==> config.mk <==
export PLATFORM = sky130hd
export DESIGN_NAME = data_addr_gen
export DESIGN_NICKNAME = d
export VERILOG_FILES = /design/src/rtl/dag_pkg.sv /design/src/rtl/dag_ptr_pick.sv /design/src/rtl/dag_addr_form.sv /design/src/rtl/dag_out_stage.sv /design/src/rtl/data_addr_gen.sv
export SDC_FILE = /design/constraint.sdc
export NUM_CORES = 1
export LEC_CHECK = 0
export CAP_MARGIN = 20
export CELL_PAD_IN_SITES_DETAIL_PLACEMENT = 0
export CELL_PAD_IN_SITES_GLOBAL_PLACEMENT = 1
export CORE_ASPECT_RATIO = 0.6
export CORE_MARGIN = 2
export CORE_UTILIZATION = 35
export CTS_CLUSTER_DIAMETER = 100
export DETAILED_ROUTE_END_ITERATION = 8
export DONT_BUFFER_PORTS = 1
export GPL_TIMING_DRIVEN = 0
export PLACE_DENSITY_LB_ADDON = 0.1
export SLEW_MARGIN = 15
export SYNTH_ARGS = -nofsm -noshare
export SYNTH_HDL_FRONTEND = slang
export SYNTH_SLANG_ARGS = --single-unit
==> constraint.sdc <==
create_clock -name clk -period 0.9 [get_ports clk]
set_input_delay 0.135 -clock clk [delete_from_list [all_inputs] [get_ports clk]]
set_output_delay 0.135 -clock clk [all_outputs]
set_load 0.005 [all_outputs]
==> src/rtl/dag_pkg.sv <==
package dag_pkg;
   typedef enum logic [2:0] {
      AM_IO       = 3'd0,
      AM_DIRECT   = 3'd1,
      AM_IND      = 3'd2,
      AM_IND_DISP = 3'd3
   } amode_e;

   localparam int PTR_W   = 16;
   localparam int NUM_PTR = 3;
endpackage

==> src/rtl/dag_ptr_pick.sv <==
module dag_ptr_pick
   import dag_pkg::*;
#(
   parameter int PAGE_W = 8
) (
   input  logic [NUM_PTR*PTR_W-1:0] rf_ptr,
   input  logic [1:0]               sel,
   input  logic [PAGE_W-1:0]        page_x,
   input  logic [PAGE_W-1:0]        page_y,
   input  logic [PAGE_W-1:0]        page_z,
   output logic [PTR_W-1:0]         ptr,
   output logic [PAGE_W-1:0]        page,
   output logic                     sel_bad
);
   logic [PTR_W-1:0] lane [NUM_PTR];

   for (genvar i = 0; i < NUM_PTR; i++) begin : g_lane
      assign lane[i] = rf_ptr[i*PTR_W +: PTR_W];
   end

   always_comb begin
      ptr     = '0;
      page    = '0;
      sel_bad = 1'b0;
      unique case (sel)
         2'd0: begin ptr = lane[0]; page = page_x; end
         2'd1: begin ptr = lane[1]; page = page_y; end
         2'd2: begin ptr = lane[2]; page = page_z; end
         default: sel_bad = 1'b1;
      endcase
   end
endmodule

==> src/rtl/dag_addr_form.sv <==
module dag_addr_form
   import dag_pkg::*;
#(
   parameter int PAGE_W   = 8,
   parameter int IO_W     = 6,
   parameter int DISP_W   = 6,
   parameter int IO_BASE  = 32,
   parameter bit EXT_PAGE = 1'b1,
   localparam int ADDR_W  = EXT_PAGE ? PTR_W + PAGE_W : PTR_W
) (
   input  logic [2:0]        mode,
   input  logic [IO_W-1:0]   io_addr,
   input  logic [PTR_W-1:0]  addr_word,
   input  logic [DISP_W-1:0] disp,
   input  logic [PTR_W-1:0]  ptr,
   input  logic [PAGE_W-1:0] ptr_page,
   input  logic              sel_bad,
   input  logic              sel_is_x,
   input  logic [PAGE_W-1:0] page_d,
   output logic [ADDR_W-1:0] addr_d,
   output logic              err_d
);
   logic [PTR_W-1:0]  low;
   logic [PAGE_W-1:0] hi;
   logic              use_page;
   amode_e            am;

   assign am = amode_e'(mode);

   always_comb begin
      low      = '0;
      hi       = '0;
      use_page = 1'b0;
      err_d    = 1'b0;
      unique case (am)
         AM_IO:     low = PTR_W'(io_addr) + PTR_W'(IO_BASE);
         AM_DIRECT: begin low = addr_word; hi = page_d; use_page = 1'b1; end
         AM_IND: begin
            err_d = sel_bad;
            low = ptr; hi = ptr_page; use_page = 1'b1;
         end
         AM_IND_DISP: begin
            err_d = sel_bad | sel_is_x;
            low = ptr + PTR_W'(disp); hi = ptr_page; use_page = 1'b1;
         end
         default: err_d = 1'b1;
      endcase
   end

   if (EXT_PAGE) begin : g_paged
      assign addr_d = err_d ? '0 : {(use_page ? hi : {PAGE_W{1'b0}}), low};
   end else begin : g_flat
      logic unused_page;
      assign unused_page = ^{hi, use_page};
      assign addr_d = err_d ? '0 : low;
   end
endmodule

==> src/rtl/dag_out_stage.sv <==
module dag_out_stage #(
   parameter int ADDR_W = 24
) (
   input  logic              clk,
   input  logic              rst_n,
   input  logic              req,
   input  logic [ADDR_W-1:0] addr_d,
   input  logic              err_d,
   output logic [ADDR_W-1:0] addr_q,
   output logic              vld_q,
   output logic              err_q
);
   always_ff @(posedge clk or negedge rst_n) begin
      if (!rst_n) begin
         addr_q <= '0;
         vld_q  <= 1'b0;
         err_q  <= 1'b0;
      end else begin
         vld_q <= req;
         if (req) begin
            addr_q <= addr_d;
            err_q  <= err_d;
         end
      end
   end
endmodule

==> src/rtl/data_addr_gen.sv <==
module data_addr_gen
   import dag_pkg::*;
#(
   parameter int PAGE_W   = 8,
   parameter int IO_W     = 6,
   parameter int DISP_W   = 6,
   parameter int IO_BASE  = 32,
   parameter bit EXT_PAGE = 1'b1,
   localparam int ADDR_W  = EXT_PAGE ? PTR_W + PAGE_W : PTR_W
) (
   input  logic                     clk,
   input  logic                     rst_n,
   input  logic                     req,
   input  logic [2:0]               mode,
   input  logic [1:0]               ptr_sel,
   input  logic [IO_W-1:0]          io_addr,
   input  logic [PTR_W-1:0]         addr_word,
   input  logic [DISP_W-1:0]        disp,
   input  logic [NUM_PTR*PTR_W-1:0] rf_ptr,
   input  logic [PAGE_W-1:0]        page_x,
   input  logic [PAGE_W-1:0]        page_y,
   input  logic [PAGE_W-1:0]        page_z,
   input  logic [PAGE_W-1:0]        page_d,
   output logic [ADDR_W-1:0]        addr_q,
   output logic                     addr_vld,
   output logic                     addr_err
);
   if (PAGE_W < 1 || PAGE_W > 16) begin : g_bad_page
      $error("data_addr_gen: PAGE_W out of range");
   end
   if (DISP_W < 1 || DISP_W > 15) begin : g_bad_disp
      $error("data_addr_gen: DISP_W out of range");
   end
   if (IO_BASE + (1 << IO_W) > (1 << PTR_W)) begin : g_bad_io
      $error("data_addr_gen: peripheral window exceeds page");
   end

   logic [PTR_W-1:0]  ptr;
   logic [PAGE_W-1:0] ptr_page;
   logic              sel_bad;
   logic [ADDR_W-1:0] addr_d;
   logic              err_d;

   dag_ptr_pick #(.PAGE_W(PAGE_W)) u_pick (
      .rf_ptr  (rf_ptr),
      .sel     (ptr_sel),
      .page_x  (page_x),
      .page_y  (page_y),
      .page_z  (page_z),
      .ptr     (ptr),
      .page    (ptr_page),
      .sel_bad (sel_bad)
   );

   dag_addr_form #(
      .PAGE_W(PAGE_W), .IO_W(IO_W), .DISP_W(DISP_W),
      .IO_BASE(IO_BASE), .EXT_PAGE(EXT_PAGE)
   ) u_form (
      .mode      (mode),
      .io_addr   (io_addr),
      .addr_word (addr_word),
      .disp      (disp),
      .ptr       (ptr),
      .ptr_page  (ptr_page),
      .sel_bad   (sel_bad),
      .sel_is_x  (ptr_sel == 2'd0),
      .page_d    (page_d),
      .addr_d    (addr_d),
      .err_d     (err_d)
   );

   dag_out_stage #(.ADDR_W(ADDR_W)) u_out (
      .clk    (clk),
      .rst_n  (rst_n),
      .req    (req),
      .addr_d (addr_d),
      .err_d  (err_d),
      .addr_q (addr_q),
      .vld_q  (addr_vld),
      .err_q  (addr_err)
   );
endmodule

==> After elaboration in Yosys (flattened, before gate mapping) <==
Index checks and enable logic that the tools add are counted.
{ "word_totals": {"ff_bits": 26, "input_bits": 116, "out_inout_bits": 26, "elab_cells": 26} }
{ "op_classes": {"addsub": 2, "eq_ne": 5, "muxes": 9, "bitwise_logic": 1, "reduce_logical": 6} }
{ "op_table": {"columns": ["op", "count"], "rows": [
  ["one-hot mux 16 bit (4 select lines)", 1],
  ["one-hot mux 16 bit (3 select lines)", 1],
  ["2-to-1 mux 24 bit", 1],
  ["one-hot mux 8 bit (3 select lines)", 1],
  ["adder 16 x 6 -> 16 bit", 1],
  ["one-hot mux 8 bit (2 select lines)", 1],
  ["2-to-1 mux 8 bit", 1],
  ["adder 6 x 6 -> 7 bit (second input constant)", 1],
  ["== test 3 x 2 -> 1 bit (second input constant)", 2],
  ["OR reduction 3 bit", 2],
  ["OR reduction 2 bit", 2],
  ["== test 3 x 1 -> 1 bit (second input constant)", 1],
  ["zero test 3 bit", 1],
  ["one-hot mux 1 bit (3 select lines)", 1],
  ["== test 2 x 1 -> 1 bit (second input constant)", 1],
  ["== test 2 bit (second input constant)", 1],
  ["zero test 2 bit", 1],
  ["2-to-1 mux 1 bit", 2],
  ["bitwise OR 1 bit", 1]
]} }

==> Logic depth before layout (Yosys ltp) <==
Gate-level depths: netlist (run 1).
{ "logic_depth": {"ltp_word": 6, "depth_mapped": 14, "depth_no_buf": 13} }

==> Hierarchy <==
From an unflattened synthesis (run 1), not the netlist that was laid out.
{ "hier_totals": {"hier_cells": 245, "hier_area_um2": 2691.3} }
{ "by_module_without_submodules": {"columns": ["mod", "n_inst", "cells_per_inst", "area_per_inst_um2", "seq_area_each_um2"], "rows": [
  ["dag_out_stage", 1, 54, 1058.5, 650.6],
  ["dag_addr_form", 1, 131, 927.1, 0.0],
  ["dag_ptr_pick", 1, 59, 701.9, 0.0],
  ["data_addr_gen", 1, 1, 3.8, 0.0]
]} }

==> Worst setup path before layout (run 1) <==
No wires, ideal clock.
{ "synth_path": {"kind": "input-to-reg", "from": "input ptr_sel[0]", "to": "register u_out.addr_q[15]", "setup_ns": 0.128, "t_arrival_ns": 2.691, "required_ns": 0.772, "path_slack_ns": -1.919, "cell_stages": 13, "path_buffers": 2, "path_cell_list": "inv_1 -> ha_1 -> buf_6 -> clkbuf_1 -> a222oi_1 -> nor2_1 -> ha_1 -> o21ai_0 -> a2111oi_4 -> nand2_1 -> nor3_1 -> mux2i_1 -> nand3_1"} }
{ "synth_between": {"elab_chain_len": 6, "word_cells_on_any_way": 11, "classes_between": "add/sub (1); eq/ne (2); mux (5); bitwise (1); reduce/logical (2)"} }
{ "synth_lines": {"columns": ["element", "line_no", "rtl"], "rows": [
  ["start, declared", "data_addr_gen.sv:15", "input logic [1:0] ptr_sel,"],
  ["branches (longest 5 deep; another with adder 16 x 6 -> 16 bit)", null, null],
  ["2-to-1 mux 24 bit *", "dag_addr_form.sv:51", "assign addr_d = err_d ? '0 : {(use_page ? hi : {PAGE_W{1'b0}}), low};"],
  ["end signal, assigned", "dag_out_stage.sv:21", "addr_q <= addr_d;"],
  ["end, declared", "dag_out_stage.sv:9", "output logic [ADDR_W-1:0] addr_q,"]
]} }
Every way passes the cells marked *.
A chain may end at the register's enable or synchronous reset.

==> Worst setup path after layout (run 1) <==
Same ends and word-level chain as after synthesis.

==> results of run 1 <==
==> layout make-up <==
class,count,area share (%)
multi-input cells,177,52.2
flip-flops and latches,26,22.0
repair buffers,37,11.4
plain buffers,14,6.21
well taps,84,3.55
inverters,13,2.32
clock buffers,3,1.39
clock inverters,1,1.01
==> flip-flops by register name, summed over array words and instances, names as in the netlist <==
name and flops:
u_out.addr_q 24, u_out.err_q 1, u_out.vld_q 1
==> metal layers <==
layer / vias to the layer above / track usage (%) / part of all wire [%]
met4: 0 / 3.17 / 0.67
met5: - / 0 / 0
li1: 1003 / - / -
met1: 1049 / 32.3 / 49
met2: 109 / 31.9 / 43
met3: 4 / 6.24 / 8.1
==> path summary, 6_finish.rpt <==
kind,from,to,cells past startpoint
min in group asynchronous,rst_n,u_out.addr_q[19],2
worst max-delay path,ptr_sel[0],u_out.addr_q[15],13
worst min-delay path,addr_word[8],u_out.addr_q[8],2
worst max register to register,u_out.addr_q[8],u_out.addr_q[8],2
worst min register to register,u_out.err_q,u_out.err_q,1
max in group asynchronous,rst_n,u_out.addr_q[20],2
==> repair_timing <==
item / CTS / global route
pin swaps: 20 / 36
endpoints found under the setup margin: 25 / 25
hold endpoints to repair: 31 / 1
setup buffers: 21 / 7
gates resized for setup: 17 / 21
cloned: 0 / 1
hold buffers: 6 / 1
==> kinds of logic after synthesis <==
logic type	count (synthesis)	synth area share (%)
AO/OA/AOI/OAI	90	34.2
XOR/XNOR	11	4.50
adder cells (fa/ha/maj)	12	7.30
buffers and inverters	28	5.84
flip-flops	26	30.4
multiplexers	9	5.37
AND/OR/NAND/NOR	55	12.4
==> stage by stage <==
stage / hold slack (ns) / TNS, ns / worst slack (ns) / instance area (um2) / instances
CTS: 0.00214 / -25.60 / -1.64 / 2830 / 346
floorplan: -0.161 / -25.13 / -1.68 / 2300 / 231
detailed placement: -0.160 / -33.92 / -2.19 / 2410 / 316
global route: 0.00125 / -27.93 / -1.71 / 2960 / 355
global placement: -0.160 / -33.62 / -2.17 / 2400 / 315
finish: 0.00986 / -25.52 / -1.64 / 2960 / 355
==> cell usage in the layout, fill, tap and decap left out, types with 4 or more instances in the layout <==
cell / count
nand2_1: 5
mux2i_1: 7
a21o_1: 5
a222oi_1: 25
nor2_1: 25
ha_1: 5
buf_6: 5
a21oi_1: 15
inv_2: 4
o21ai_2: 4
inv_1: 6
buf_8: 4
xor2_1: 4
o2bb2ai_1: 12
a22oi_1: 4
a22o_1: 4
dlygate4sd3_1: 6
xnor2_1: 7
buf_4: 23
dfrtp_1: 26
o21ai_1: 4
clkbuf_8: 5
==> worst register-to-register path, delay by kind of cell (launching register included) <==
kind | cells | cell delay, ns
AOI/OAI and AO/OA | 2 | 0.43
DFF | 1 | 0.41
==> power groups by stage <==
stage          Combinational (mW)  Sequential (mW)  Clock, mW
2_1_floorplan               0.717             1.32          0
3_3_place_gp                0.888             1.34          0
3_5_place_dp                0.893             1.34          0
4_1_cts                      1.12             1.32       1.02
5_1_grt                      1.33             1.33       1.09
6_report                     1.22             1.32       1.01
==> flow_summary_export.csv, run 1 <==
group,metric,value,unit
global_route,track_usage,21.8,%
clocking,htreeDepth,1,
die,die_area,6780,um2
synth,syn_area,2140,um2
pwr,sw_frac_of_total,31.0,%
global_route,overflow,0,
placement,place_hpwl,5770,um
setup_path,cp_cell_sequence,"inv_12 -> ha_4 -> buf_8 -> clkbuf_16 -> a222oi_1 -> nor2_1 -> ha_1 -> o21ai_2 -> a2111oi_4 -> nand2_1 -> nor3_4 -> mux2i_1 -> nand3_1",
pwr,clkPwrFrac,28.5,%
global_route,grt_pass1_wl,11500,um
synth,ys_seq_area_share,30.4,%
setup_path,max_stage_delay,0.49,ns
synth,netlist.area_leader.share,30.4,%
route,drtPass1Iterations,5,
setup_path,end_kind,"flop",
die,coreArea,6000,um2
synth,synth_cell_type_count,47,
route,drcViolationCount,0,
sta,max_freq,0.393,GHz
clocking,cts_root_buf,"clkbuf_8",
setup_path,r2r_slack,-0.05,ns
sta,rsz0062_at_grt,"yes",
final_layout,layout.nets,399,
sta,worst_pin_slew,0.981,ns
global_route,grt_max_degree,27,
die,die_w,105,um
sta,layout_setup_ws,-1.64,ns
route,drt_iter0_markers,135,
sta,fin_skew,0,ns
final_layout,post-route-util,49.4,%
final_layout,n_antenna_cell,0,
synth,syn-num-nets,358,
min_path,hp-class,"input pin to flop",
setup_path,cp-start-kind,"input pin",
die,initial_core_util,35.7,%
synth,synth_edf_count,0,
sta,max_slew_margin,34.6,%
setup_path,critical_path_buf_inv_count,3,
status,outcome,"finished with violations",
pwr,vdd.ir_drop.worst,0.614,mV
clocking,cts_sinks,26,
clocking,clkTransAtPathRegs,0.10,ns
final_layout,layout-drive-gt1-share,31.7,%
pwr,power,3.55,mW
synth,synth_common_cells,"26 x dfrtp_1, 26 x nor2_1, 25 x a222oi_1",
setup_path,cp_max_fo,3,
clocking,clk_latency,0.28,ns
synth,ys_ff_latch,26,
setup_path,crit_required,1.06,ns
clocking,cts_tree,"yes",
pwr,power.share.sequential,37.2,%
route,dr_total_vias,2165,
sta,finalCritPeriodShare,282,%
synth,yosys_warnings,0,
route,via_per_inst,6.10,
sta,setup_violations,24,
die,rows,22,
clocking,cts_buffers,3,
synth,synthTopCellsByArea,"dfrtp_1 30%, a222oi_1 12%, ha_1 5.8%",
synth,avgSynthCellArea,9.27,um2
placement,gp_congestion,0.766,
setup_path,path_class,"input pin to flop",
final_layout,multiInputGateArea,1550,um2
route,postRouteAntennaNets,0,
pwr,power_density,1200,nW/um2
synth,yosysTopAreaCell,"dfrtp_1",
route,totalWireLength,7640,um
synth,synthArstFlopShare,100,%
pwr,p_leak,1.22,nW
sta,finalHoldViolations,0,
status,violations,"negative setup slack",
flow_run,cap_viol_max_count,0,
sta,post-route-min-period,2.54,ns
setup_path,slowest_stage,"a222oi_1",
final_layout,regArea,651,um2
clocking,clock_path_buffers,2,
global_route,grt_pass1_vias,1995,
die,boundaryPins,142,
pwr,p_comb_share,34.3,%
final_layout,area_growth,38.4,%
pwr,p_sw,1.10,mW
die,die_h,64.6,um
route,wire_per_inst,21.5,um
sta,drv_slew,0,
pwr,power.internal,2.44,mW
synth,netlist_instances,231,
placement,numPortBuffers,0,
synth,yosys_most_used_dff,"dfrtp_1",
setup_path,critical-path-top-delay-family,"compound AO/OA/AOI/OAI gates",
global_route,antenna_found_initial,0,
final_layout,fillers,593,
setup_path,cp.arrival,2.70,ns
(Power assumes the default switching activity.)
==> run 2: changes to the inputs <==
--- a/config.mk
+++ b/config.mk
@@ -15,6 +15,7 @@
 export DETAILED_ROUTE_END_ITERATION = 8
 export DONT_BUFFER_PORTS = 1
 export GPL_TIMING_DRIVEN = 0
+export HOLD_SLACK_MARGIN = 0.08
 export PLACE_DENSITY_LB_ADDON = 0.1
 export SLEW_MARGIN = 15
 export SYNTH_ARGS = -nofsm -noshare
==> run 2 against run 1 <==
Compared with the run above: die area did not move; critical endpoint unchanged; flip-flop and latch count stayed put; sequential share of layout area decreased by 1.1 points; core utilization grew 2.5 points; worst setup slack got worse by 0.015 ns; first-iteration DRC count up 8.9%; the run still ends with negative setup slack left; via count up 3.3%.
==> flow_summary_export.csv, run 2 (synthesis gave the netlist of run 1 again) <==
group,metric,value,unit
status,outcome,"finished with violations",
status,violations,"negative setup slack",
setup_path,r2r_slack,-0.05,ns
route,drt_iter0_markers,147,
clocking,cts_buffers,3,
flow_run,cap_viol_max_count,0,
final_layout,largest_registers,"u_out.addr_q: 24 flops, u_out.err_q: 1 flops, u_out.vld_q: 1 flops",
sta,layout_setup_ws,-1.66,ns
sta,max_freq,0.391,GHz
sta,post-route-min-period,2.56,ns
placement,place_hpwl,5770,um
sta,fin_setup_tns,-25.94,ns
final_layout,top_register,"u_out.addr_q",
setup_path,end_kind,"flop",
die,initial_core_util,35.7,%
die,die_area,6780,um2
setup_path,critical-path-top-delay-family,"compound AO/OA/AOI/OAI gates",
final_layout,layout-drive-gt1-share,30.5,%
pwr,vdd.ir_drop.worst,0.616,mV
setup_path,cp_max_fo,3,
clocking,clk_latency,0.28,ns
final_layout,area_growth,45.5,%
route,wire_per_inst,21.1,um
global_route,antenna_found_initial,0,
route,dr_total_vias,2237,
global_route,grt_max_degree,27,
setup_path,slowest_stage,"a222oi_1",
sta,worst_pin_slew,1.00,ns
global_route,track_usage,22.1,%
sta,setup_violations,24,
route,postRouteAntennaNets,0,
sta,rsz0062_at_grt,"yes",
global_route,grt_pass1_wl,11700,um
die,rows,22,
sta,finalCritPeriodShare,284,%
final_layout,layout.nets,413,
clocking,clkTransAtPathRegs,0.10,ns
min_path,hp-class,"input pin to flop",
route,drcViolationCount,0,
final_layout,final_cell_mix,"26 x dfrtp_1, 25 x a222oi_1, 25 x nor2_1",
setup_path,crit_required,1.06,ns
min_path,hold_end,"u_out.addr_q[6]",
clocking,clock_path_buffers,2,
die,boundaryPins,142,
placement,gp_congestion,0.766,
die,die_w,105,um
setup_path,critical_path_buf_inv_count,3,
die,coreArea,6000,um2
clocking,cts_sinks,26,
setup_path,reg2regPathDepth,2,
clocking,cts_tree,"yes",
route,via_per_inst,6.06,
final_layout,largest_reg_flops,24,
setup_path,path_class,"input pin to flop",
sta,drv_slew,0,
pwr,p_leak,1.28,nW
placement,dpl_worst_slack,-2.19,ns
clocking,htreeDepth,1,
setup_path,cp_cell_sequence,"inv_12 -> ha_4 -> buf_8 -> clkbuf_16 -> a222oi_1 -> nor2_1 -> ha_1 -> o21ai_2 -> a2111oi_4 -> nand2_1 -> nor3_4 -> mux2i_1 -> nand3_1",
sta,finalHoldViolations,0,
setup_path,cp-start-kind,"input pin",
global_route,overflow,0,
setup_path,cp.arrival,2.72,ns
final_layout,post-route-util,51.9,%
setup_path,timing.rr.end,"u_out.addr_q[8]",
setup_path,cp-startpoint,"ptr_sel[0]",
min_path,worst_hold_path.num_cells,2,
route,drtPass1Iterations,5,
final_layout,layout_commonest_cell,"dfrtp_1",
clocking,cts_root_buf,"clkbuf_8",
global_route,grt_pass1_vias,2051,
sta,max_slew_margin,33.3,%
die,die_h,64.6,um
setup_path,max_stage_delay,0.50,ns
final_layout,n_antenna_cell,0,
setup_path,r2r_start,"u_out.addr_q[8]",
min_path,hp-start,"io_addr[5]",
placement,numPortBuffers,0,
route,totalWireLength,7780,um
pwr,power_density,1160,nW/um2
sta,fin_skew,0,ns
## run 2: cell types whose count changed in the layout (fill, tap and decap cells not counted), sizes merged
| cell | change |
|---|---|
| buf | +2 |
| clkbuf | -1 |
| dlygate4sd3 | +13 |
## run 2: worst reg2reg max path, delay by kind of cell, from the launching register on
family	cells	cell delay, ns
AO/OA/AOI/OAI	2	0.43
flip-flops	1	0.41
## run 2: worst max-delay path by stage
stage	cells after the start	slack, ns	end
after detailed placement	13	-2.19	u_out.addr_q[13]
after global placement	13	-2.17	u_out.addr_q[15]
after floorplan	13	-1.68	u_out.addr_q[13]
after CTS	14	-1.64	u_out.addr_q[14]
final	13	-1.66	u_out.addr_q[15]
after global routing	13	-1.71	u_out.addr_q[13]
## run 2: cell type report
cell class	instances	area [um2]
fillers	576	2880
multi-input cells	177	1550
clock buffers	3	41.3
clock inverters	1	30.0
flip-flops and latches	26	651
well taps	84	105
repair buffers	51	483
plain buffers	14	184
inverters	13	68.8
## run 2: metal layers
layer	GRT usage, %	up-vias	part of all wire (%)
li1	-	1034	-
met1	32.6	1101	49
met2	32.6	98	43
met3	5.94	4	8.0
met4	3.17	0	0.69
met5	0	-	0
## run 2: through the flow
stage / hold slack [ns] / power [mW] / cell area [um2] / std cells
after floorplan: -0.161 / 2.04 / 2300 / 231
after global placement: -0.160 / 2.23 / 2400 / 315
after detailed placement: -0.160 / 2.24 / 2410 / 316
after CTS: 0.111 / 3.51 / 2970 / 360
after global routing: 0.111 / 3.80 / 3120 / 369
final: 0.119 / 3.61 / 3120 / 369
## run 2: timing repair
item / 4_1_cts / 5_1_grt
gates resized for setup: 17 / 25
hold endpoints to repair: 45 / 0
endpoints found under the setup margin: 25 / 25
cloned: 0 / 1
pin swaps: 20 / 35
setup buffers: 21 / 8
hold buffers: 20 / 0
## run 2: where the power goes
| part | total, mW | internal [mW] | switching (mW) |
|---|---|---|---|
| Clock | 1.01 | 0.596 | 0.415 |
| Sequential | 1.32 | 1.25 | 0.0697 |
| Combinational | 1.28 | 0.643 | 0.634 |
